===== src/rtl/ncp_pkg.sv =====
package ncp_pkg;
  typedef enum logic [1:0] {
    RGN_LOW   = 2'd0,
    RGN_HIGH  = 2'd1,
    RGN_SPARE = 2'd2
  } ncp_region_e;

  localparam logic [7:0] OPC_READ_LOW   = 8'h00;
  localparam logic [7:0] OPC_READ_HIGH  = 8'h01;
  localparam logic [7:0] OPC_READ_SPARE = 8'h50;
  localparam logic [7:0] OPC_RESET      = 8'hFF;
endpackage


===== src/rtl/ncp_region_reg.sv =====
module ncp_region_reg
  import ncp_pkg::*;
(
  input  logic        clk,
  input  logic        rst_n,
  input  logic        page512,
  input  logic        cmd_valid,
  input  logic [7:0]  cmd_code,
  input  logic        addr_load,
  output ncp_region_e region,
  output logic        armed
);
  // Region select: spare is sticky, upper half is one-shot.
  always_ff @(posedge clk or negedge rst_n) begin
    if (!rst_n) begin
      region <= RGN_LOW;
      armed  <= 1'b0;
    end else if (cmd_valid) begin
      case (cmd_code)
        OPC_RESET: armed <= 1'b0;
        OPC_READ_LOW: begin
          region <= RGN_LOW;
          armed  <= 1'b1;
        end
        OPC_READ_HIGH: begin
          armed <= 1'b1;
          if (region != RGN_SPARE) region <= RGN_HIGH;
        end
        OPC_READ_SPARE: begin
          if (!page512) begin
            region <= RGN_SPARE;
            armed  <= 1'b1;
          end
        end
        default: ;
      endcase
    end else if (addr_load && region == RGN_HIGH) begin
      region <= RGN_LOW;
    end
  end

  // spare region only leaves on the lower-half opcode
  assert_spare_sticky_R4: assert property (@(posedge clk) disable iff (!rst_n)
    (region == RGN_SPARE && !(cmd_valid && cmd_code == OPC_READ_LOW))
      |=> region == RGN_SPARE);
endmodule


===== src/rtl/ncp_col_ctr.sv =====
module ncp_col_ctr
  import ncp_pkg::*;
#(
  parameter int MAIN_BYTES  = 512,
  parameter int SPARE_BYTES = 16,
  parameter int COL_W       = 10,
  parameter int ACOL_W      = 8,
  parameter int SP_W        = 4
) (
  input  logic              clk,
  input  logic              rst_n,
  input  logic              page512,
  input  ncp_region_e       region,
  input  logic              addr_load,
  input  logic [ACOL_W-1:0] addr_col,
  input  logic              clear,
  input  logic              step,
  input  logic              blk_last,
  output logic [COL_W-1:0]  col,
  output logic              at_last
);
  localparam logic [COL_W-1:0] LAST_FULL  = COL_W'(MAIN_BYTES + SPARE_BYTES - 1);
  localparam logic [COL_W-1:0] LAST_MAIN  = COL_W'(MAIN_BYTES - 1);
  localparam logic [COL_W-1:0] HALF_BASE  = COL_W'(MAIN_BYTES / 2);
  localparam logic [COL_W-1:0] SPARE_BASE = COL_W'(MAIN_BYTES);

  logic [COL_W-1:0] start_col;
  logic [COL_W-1:0] wrap_col;

  always_comb begin
    case (region)
      RGN_HIGH:  start_col = HALF_BASE + COL_W'(addr_col);
      RGN_SPARE: start_col = SPARE_BASE + COL_W'(addr_col[SP_W-1:0]);
      default:   start_col = COL_W'(addr_col);
    endcase
  end

  assign wrap_col = (region == RGN_SPARE) ? SPARE_BASE : '0;
  assign at_last  = (col == (page512 ? LAST_MAIN : LAST_FULL));

  always_ff @(posedge clk or negedge rst_n) begin
    if (!rst_n) begin
      col <= '0;
    end else if (clear) begin
      col <= '0;
    end else if (addr_load) begin
      col <= start_col;
    end else if (step) begin
      if (!at_last)      col <= col + 1'b1;
      else if (!blk_last) col <= wrap_col;
    end
  end

  // a spare-region load lands inside the spare window
  assert_spare_start_R4: assert property (@(posedge clk) disable iff (!rst_n)
    (addr_load && !clear && region == RGN_SPARE)
      |=> (col >= SPARE_BASE && col <= LAST_FULL));
  // spare wrap returns to the spare base
  assert_spare_wrap_R8: assert property (@(posedge clk) disable iff (!rst_n)
    (step && at_last && !blk_last && !clear && !addr_load && region == RGN_SPARE)
      |=> col == SPARE_BASE);
endmodule


===== src/rtl/ncp_page_ctr.sv =====
module ncp_page_ctr #(
  parameter int PG_W   = 5,
  parameter int PAGE_W = 15
) (
  input  logic              clk,
  input  logic              rst_n,
  input  logic              clear,
  input  logic              addr_load,
  input  logic [PAGE_W-1:0] addr_page,
  input  logic              armed,
  input  logic              wrap_step,
  output logic [PAGE_W-1:0] page,
  output logic              blk_last,
  output logic              seq_end,
  output logic              xfer_req
);
  assign blk_last = &page[PG_W-1:0];

  always_ff @(posedge clk or negedge rst_n) begin
    if (!rst_n) begin
      page     <= '0;
      seq_end  <= 1'b0;
      xfer_req <= 1'b0;
    end else if (clear) begin
      page     <= '0;
      seq_end  <= 1'b0;
      xfer_req <= 1'b0;
    end else begin
      xfer_req <= (addr_load && armed) || (wrap_step && !blk_last);
      if (addr_load) begin
        page    <= addr_page;
        seq_end <= 1'b0;
      end else if (wrap_step) begin
        if (blk_last) seq_end <= 1'b1;
        else          page    <= page + 1'b1;
      end
    end
  end

  // leaving the last page of a block halts instead of stepping
  assert_block_stop_R10: assert property (@(posedge clk) disable iff (!rst_n)
    (wrap_step && blk_last && !clear && !addr_load)
      |=> (seq_end && $stable(page) && !xfer_req));
endmodule


===== src/rtl/nand_colptr.sv =====
module nand_colptr
  import ncp_pkg::*;
#(
  parameter int MAIN_BYTES    = 512,
  parameter int SPARE_BYTES   = 16,
  parameter int PAGES_PER_BLK = 32,
  parameter int BLK_W         = 10,
  localparam int COL_W  = $clog2(MAIN_BYTES + SPARE_BYTES),
  localparam int ACOL_W = $clog2(MAIN_BYTES / 2),
  localparam int SP_W   = $clog2(SPARE_BYTES),
  localparam int PG_W   = $clog2(PAGES_PER_BLK),
  localparam int PAGE_W = BLK_W + PG_W
) (
  input  logic              clk,
  input  logic              rst_n,
  input  logic              page512,
  input  logic              cmd_valid,
  input  logic [7:0]        cmd_code,
  input  logic              addr_valid,
  input  logic [ACOL_W-1:0] addr_col,
  input  logic [PAGE_W-1:0] addr_page,
  input  logic              rd_strobe,
  input  logic              busy,
  output logic [COL_W-1:0]  col_ptr,
  output logic [PAGE_W-1:0] page_ptr,
  output logic              xfer_req,
  output logic              seq_end
);
  localparam logic [COL_W-1:0] COL_MAX = COL_W'(MAIN_BYTES + SPARE_BYTES - 1);

  ncp_region_e region;
  logic armed, addr_load, clear, step, at_last, blk_last, wrap_step;

  // Opcodes win over address loads, both win over strobes.
  assign clear     = cmd_valid && (cmd_code == OPC_RESET);
  assign addr_load = addr_valid && !cmd_valid;
  assign step      = rd_strobe && armed && !busy && !seq_end && !cmd_valid && !addr_valid;
  assign wrap_step = step && at_last;

  ncp_region_reg u_region (
    .clk       (clk),
    .rst_n     (rst_n),
    .page512   (page512),
    .cmd_valid (cmd_valid),
    .cmd_code  (cmd_code),
    .addr_load (addr_load),
    .region    (region),
    .armed     (armed)
  );

  ncp_col_ctr #(
    .MAIN_BYTES  (MAIN_BYTES),
    .SPARE_BYTES (SPARE_BYTES),
    .COL_W       (COL_W),
    .ACOL_W      (ACOL_W),
    .SP_W        (SP_W)
  ) u_col (
    .clk       (clk),
    .rst_n     (rst_n),
    .page512   (page512),
    .region    (region),
    .addr_load (addr_load),
    .addr_col  (addr_col),
    .clear     (clear),
    .step      (step),
    .blk_last  (blk_last),
    .col       (col_ptr),
    .at_last   (at_last)
  );

  ncp_page_ctr #(
    .PG_W   (PG_W),
    .PAGE_W (PAGE_W)
  ) u_page (
    .clk       (clk),
    .rst_n     (rst_n),
    .clear     (clear),
    .addr_load (addr_load),
    .addr_page (addr_page),
    .armed     (armed),
    .wrap_step (wrap_step),
    .page      (page_ptr),
    .blk_last  (blk_last),
    .seq_end   (seq_end),
    .xfer_req  (xfer_req)
  );

  // busy freezes both pointers
  assert_busy_hold_R6: assert property (@(posedge clk) disable iff (!rst_n)
    (busy && !cmd_valid && !addr_valid) |=> ($stable(col_ptr) && $stable(page_ptr)));
  // a halted walk ignores strobes
  assert_halt_hold_R10: assert property (@(posedge clk) disable iff (!rst_n)
    (seq_end && !cmd_valid && !addr_valid)
      |=> ($stable(col_ptr) && $stable(page_ptr) && !xfer_req));
  // a transfer request always follows a load or a strobe
  assert_xfer_cause_R11: assert property (@(posedge clk) disable iff (!rst_n)
    xfer_req |-> $past(addr_valid || rd_strobe));
  // column never leaves the page
  assert_col_bound_R7: assert property (@(posedge clk) disable iff (!rst_n)
    col_ptr <= COL_MAX);
endmodule


===== config.mk =====
export PLATFORM = sky130hd
export DESIGN_NAME = nand_colptr
export DESIGN_NICKNAME = d
export VERILOG_FILES = /design/src/rtl/ncp_pkg.sv /design/src/rtl/ncp_region_reg.sv /design/src/rtl/ncp_col_ctr.sv /design/src/rtl/ncp_page_ctr.sv /design/src/rtl/nand_colptr.sv
export SDC_FILE = /design/constraint.sdc
export NUM_CORES = 1
export LEC_CHECK = 0
export BUFFER_PORTS_ARGS = -buffer_cell sky130_fd_sc_hd__buf_4
export CORE_ASPECT_RATIO = 0.7
export CORE_MARGIN = 8
export CORE_UTILIZATION = 56
export CTS_BUF_LIST = sky130_fd_sc_hd__clkbuf_16
export DETAILED_ROUTE_END_ITERATION = 16
export GPL_TIMING_DRIVEN = 1
export PLACE_DENSITY = 0.84
export SETUP_SLACK_MARGIN = 0.2
export SLEW_MARGIN = 20
export SYNTH_ARGS = -nofsm -noshare
export SYNTH_HDL_FRONTEND = slang
export SYNTH_HIERARCHICAL = 1
export SYNTH_SLANG_ARGS = --single-unit

===== constraint.sdc =====
create_clock -name clk -period 4.95 [get_ports clk]
set_clock_uncertainty 0.1 [all_clocks]
set_input_delay 1.2375 -clock clk [delete_from_list [all_inputs] [get_ports clk]]
set_output_delay 1.2375 -clock clk [all_outputs]
set_load 0.01 [all_outputs]

==> results of run 1 <==
==> per-layer routing <==
metal  part of all wire (%)  up-vias
li1                       -     1068
met1                     46     1031
met2                     45      105
met3                    7.5       10
met4                    1.1        0
met5                      0        -
==> cells in the mapped netlist, drive strengths merged (4+ instances only) <==
library cell and n:
inv 21, dfrtp 30, mux2i 6, nand2 15, nand4 6, nor2 18, nor3 12, ha 5
o2111ai 5, nand3 10, clkbuf 10, a21oi 17, o21ai 9, o31ai 6, nor2b 4, o21a 10
xor2 7, nor4 9
==> report_power, final <==
| part | switching (W) | internal, W |
|---|---|---|
| clock | 0.000100 | 0.000181 |
| combinational | 0.000125 | 0.000132 |
| sequential | 0.0000698 | 0.000287 |
==> path summary, 6_finish.rpt <==
path / to / slack [ps]
max: u_page/page[14] / 690
min: u_col/col[1] / 470
max reg2reg: u_page/page[14] / 1310
min reg2reg: u_col/col[1] / 470
max in group asynchronous: u_col/col[1] / 3680
min in group asynchronous: u_region/region[1] / 790
==> state kept, by name, indices dropped and copies added, names as in the netlist <==
signal,flops
u_page/page,15
u_region/armed,1
u_col/col,10
u_page/seq_end,1
u_page/xfer_req,1
u_region/region,2
==> logic make-up after synthesis <==
logic type / synth area share (%)
AND/OR/NAND/NOR: 28.9
AO/OA/AOI/OAI: 21.3
buffers and inverters: 5.40
flip-flops: 33.4
XOR/XNOR: 3.90
multiplexers: 4.35
adder cells (fa/ha/maj): 2.79
==> per-stage QoR <==
stage	cells	setup WS, ps	util (%)	hold WS, ps	instance area (um^2)
2_1_floorplan	253	921	-	446	2250
3_3_place_gp	360	640	71.5	450	2770
3_5_place_dp	360	528	71.5	457	2770
4_1_cts	368	779	75.0	474	2910
5_1_grt	368	527	75.0	507	2910
6_report	368	687	75.0	472	2910
==> area by class of cell <==
class                           instances  area [um^2]  area share, %
Clock buffer                            5          125           4.30
Clock inverter                          3         12.5          0.430
Inverter                               21         78.8           2.71
Multi-Input combinational cell        191         1380           47.4
Sequential cell                        30          751           25.8
Tap cell                               52         65.1           2.24
Timing Repair Buffer                   66          495           17.0
==> worst max-delay path, stage by stage <==
cell and delay, ps:
buf_4 130, or4b_4 540, nor4_4 320, o21ai_4 140, inv_1 160, nor4b_2 550
nand4b_4 270, or3_1 430, o31a_1 310, o31a_1 230
==> results.json, run 1 <==
{
  "synth_area_um2": 2250,
  "drc": 0,
  "critPathMaxFanout": 8,
  "static-leakage-power_nw": 1.29,
  "use_met1_pct": 27.2,
  "cts-resized-gates": 0,
  "outcome": "complete, no violations",
  "path_clk_slew_ps": 50,
  "clockRootBuffer": "clkbuf_16",
  "die_w_um": 91.7,
  "critPathArrivalTime_ps": 4320,
  "yosysWarnings": 6,
  "antenna_found_initial": 0,
  "hp-class": "flip-flop to flip-flop",
  "rows": 19,
  "post_drt_via_cell_ratio": 6.02,
  "hpwl_mm": 4.64,
  "diodes": 0,
  "rr_startpoint": "u_col/col[4]",
  "powerDensity_nw_per_um2": 308,
  "grt-ovfl-total": 0,
  "ioPinCount": 65,
  "gr-usage-met2_pct": 31.4,
  "final_cell_mix": "buf_4, dfrtp_1, inv_1, nor2_1, a21oi_1",
  "synth_cells": 253,
  "post-route-min-period_ps": 4260,
  "fmax_mhz": 235,
  "end_kind": "flip-flop",
  "yosysTopAreaCell": "dfrtp_1",
  "cap_violations": 0,
  "worstSetupPathType": "input port to flip-flop",
  "yosysSeqAreaShare_pct": 33.4,
  "core_area_um2": 3870,
  "grt_pass1_vias": 2184,
  "finalPower_w": 0.000895,
  "worstSkewPairLatency_ps": 270,
  "synth_edf_count": 0,
  "hold_viol": 0,
  "slew_headroom_pct": 40.4,
  "worst_pin_slew_ps": 894,
  "reg2regPathDepth": 9,
  "ant_nets": 0,
  "grt_max_degree": 31,
  "io_buffers": 64,
  "grt_use_total_pct": 20.4,
  "drt-wirelength-per-cell_um": 17.2,
  "cts_hold_buf": 0,
  "cts_buffers": 5,
  "dieArea_um2": 6330,
  "initial_core_util_pct": 58.0,
  "synth_area_per_cell_um2": 8.88,
  "slew_violations": 0,
  "synth_cell_types": 62,
  "grt_pass1_wl_mm": 10.5,
  "synth_seq_cells": 30,
  "start_kind": "input port",
  "num_vias": 2214,
  "synthFlopType": "dfrtp_1",
  "ys_async_sr_fraction_pct": 100,
  "clock-sinks": 30,
  "grt.met3_usage_pct": 5.73,
  "die_h_um": 69.0,
  "cts_tree": "built",
  "layout_commonest_cell": "buf_4",
  "wirelength_mm": 6.34,
  "first_pass_iters": 4,
  "gp_congestion": 0.939,
  "layout.nets": 358,
  "rsz0062_at_grt": "false",
  "synth.net_count": 296,
  "setup_violations": 0,
  "cts_buffer_depth": 2,
  "fin_setup_tns_ps": 0,
  "ctsHtreeMaxLevel": 2,
  "areaGrowthSynthToFinish_pct": 29.4,
  "postCtsSetupBuffers": 0,
  "worst_ir_drop_vdd_mv": 0.219,
  "grt.busiest_layer": "met2",
  "min_from": "u_col/col[1]",
  "hold_depth": 1,
  "fill_cells": 304,
  "synth.area.top_cells": "dfrtp_1, a21oi_1, inv_1, o21a_1, nor2_1",
  "layout-drive-gt1-share_pct": 30.4,
  "drt_iter0_drc": 241,
  "synth_top_area_share_pct": 33.4,
  "required_ps": 5010,
  "worstSetupStartpoint": "page512",
  "fin_crit_sh_pct": 86.1
}
Power figures use the tool's default switching activity.
==> inputs of run 2 (changes only) <==
--- a/config.mk
+++ b/config.mk
@@ -7,7 +7,7 @@
 export LEC_CHECK = 0
 export BUFFER_PORTS_ARGS = -buffer_cell sky130_fd_sc_hd__buf_4
 export CORE_ASPECT_RATIO = 0.7
-export CORE_MARGIN = 8
+export CORE_MARGIN = 1.5
 export CORE_UTILIZATION = 56
 export CTS_BUF_LIST = sky130_fd_sc_hd__clkbuf_16
 export DETAILED_ROUTE_END_ITERATION = 16
==> results.json, run 2 (synthesis results as in run 1) <==
{
  "slew_headroom_pct": 33.4,
  "timing.rr.end": "u_page/page[14]",
  "pre_cts_slack_ps": 542,
  "initial_core_util_pct": 58.0,
  "place_area_um2": 2780,
  "gp_congestion": 0.915,
  "setup_violations": 0,
  "required_ps": 5010,
  "grt_pass1_vias": 2139,
  "critPathArrivalTime_ps": 4230,
  "min_from": "u_col/col[1]",
  "fin_ws_ps": 776,
  "worst_pin_slew_ps": 999,
  "fill_cells": 280,
  "powerDensity_nw_per_um2": 309,
  "cts_hold_buf": 0,
  "diodes": 0,
  "first_pass_iters": 5,
  "die_w_um": 78.7,
  "layout.nets": 359,
  "grt_pass1_wl_mm": 10.3,
  "antenna_found_initial": 0,
  "clock-sinks": 30,
  "worstSetupPathType": "input port to flip-flop",
  "critPathMaxFanout": 8,
  "static-leakage-power_nw": 1.29,
  "post-route-min-period_ps": 4170,
  "layout-drive-gt1-share_pct": 31.0,
  "ctsHtreeMaxLevel": 2,
  "reg2regPathDepth": 9,
  "drt-wirelength-per-cell_um": 17.0,
  "cts_buffer_depth": 2,
  "ioPinCount": 65,
  "rsz0062_at_grt": "false",
  "end_kind": "flip-flop",
  "die_h_um": 56.0,
  "start_kind": "input port",
  "num_vias": 2300,
  "slew_violations": 0,
  "dieArea_um2": 4410,
  "layout_commonest_cell": "buf_4",
  "holdPathEnd": "u_col/col[1]",
  "grt-ovfl-total": 0,
  "drt_iter0_drc": 270,
  "regMostFlops": "u_page/page",
  "top_regs": "u_page/page (15), u_col/col (10), u_region/region (2)",
  "hold_depth": 1,
  "path_clk_slew_ps": 50,
  "ant_nets": 0,
  "cts-resized-gates": 0,
  "worstSkewPairLatency_ps": 280,
  "worst_ir_drop_vdd_mv": 0.241,
  "fmax_mhz": 240,
  "areaGrowthSynthToFinish_pct": 29.6,
  "post_drt_via_cell_ratio": 6.25,
  "drc": 0,
  "fin_setup_tns_ps": 0,
  "final_cell_mix": "buf_4, dfrtp_1, inv_1, nor2_1, a21oi_1",
  "outcome": "complete, no violations",
  "rows": 19,
  "core_area_um2": 3870,
  "grt_use_total_pct": 30.2,
  "postCtsSetupBuffers": 0,
  "rr_startpoint": "u_col/col[4]",
  "cts_buffers": 5,
  "reg2reg_slack_ps": 1400,
  "hp-class": "flip-flop to flip-flop",
  "fin_crit_sh_pct": 84.3,
  "stdcell_area_um2": 2910,
  "hpwl_mm": 4.48,
  "clockRootBuffer": "clkbuf_16",
  "largest_reg_flops": 15,
  "cts_tree": "built",
  "hold_viol": 0,
  "grt_max_degree": 33,
  "cap_violations": 0,
  "io_buffers": 64,
  "wirelength_mm": 6.27
}
## run 2: layer usage
| metal | track usage, % | routed length, um | vias up |
|---|---|---|---|
| li1 | - | - | 1069 |
| met3 | 8.20 | 443 | 9 |
| met2 | 43.3 | 2740 | 104 |
| met4 | 9.18 | 96 | 0 |
| met5 | 0 | 0 | - |
| met1 | 44.3 | 3000 | 1118 |
## run 2: final cells by class
type / instances / area, um^2 / area share, %
sequential: 30 / 751 / 25.8
clock inverter: 2 / 10.0 / 0.344
multi-input combinational: 191 / 1380 / 47.4
tap: 52 / 65.1 / 2.23
timing repair buffer: 67 / 503 / 17.3
inverter: 21 / 78.8 / 2.71
clock buffer: 5 / 125 / 4.30
## run 2: how the worst max path moves through the flow
stage	from	end	slack [ps]	cells past startpoint
6_report	page512	u_page/page[14]	780	10
4_1_cts	page512	u_page/page[14]	840	10
2_1_floorplan	page512	u_page/page[14]	920	9
3_3_place_gp	page512	u_page/page[14]	640	10
5_1_grt	page512	u_page/page[14]	600	10
3_5_place_dp	page512	u_page/page[14]	540	10
## run 2: stage by stage
step | hold WS, ps | power, W | cells | util [%]
3_5_place_dp | 471 | 0.000614 | 361 | 71.7
5_1_grt | 499 | 0.000951 | 368 | 75.1
2_1_floorplan | 446 | 0.000483 | 253 | -
4_1_cts | 481 | 0.000900 | 368 | 75.1
6_report | 485 | 0.000901 | 368 | 75.1
3_3_place_gp | 448 | 0.000606 | 361 | 71.7
## run 2: critical path, cell delays in order
cell      delay, ps
buf_4           130
or4b_4          540
nor4_4          320
o21ai_4         150
inv_1           140
nor4b_2         490
nand4b_4        250
or3_1           420
o31a_1          310
o31a_1          230
## run 2: report_power, final
part	internal (W)	total (W)	switching (W)
sequential	0.000287	0.000357	0.0000701
combinational	0.000133	0.000258	0.000126
clock	0.000181	0.000285	0.000104
total	0.000601	0.000901	0.000300
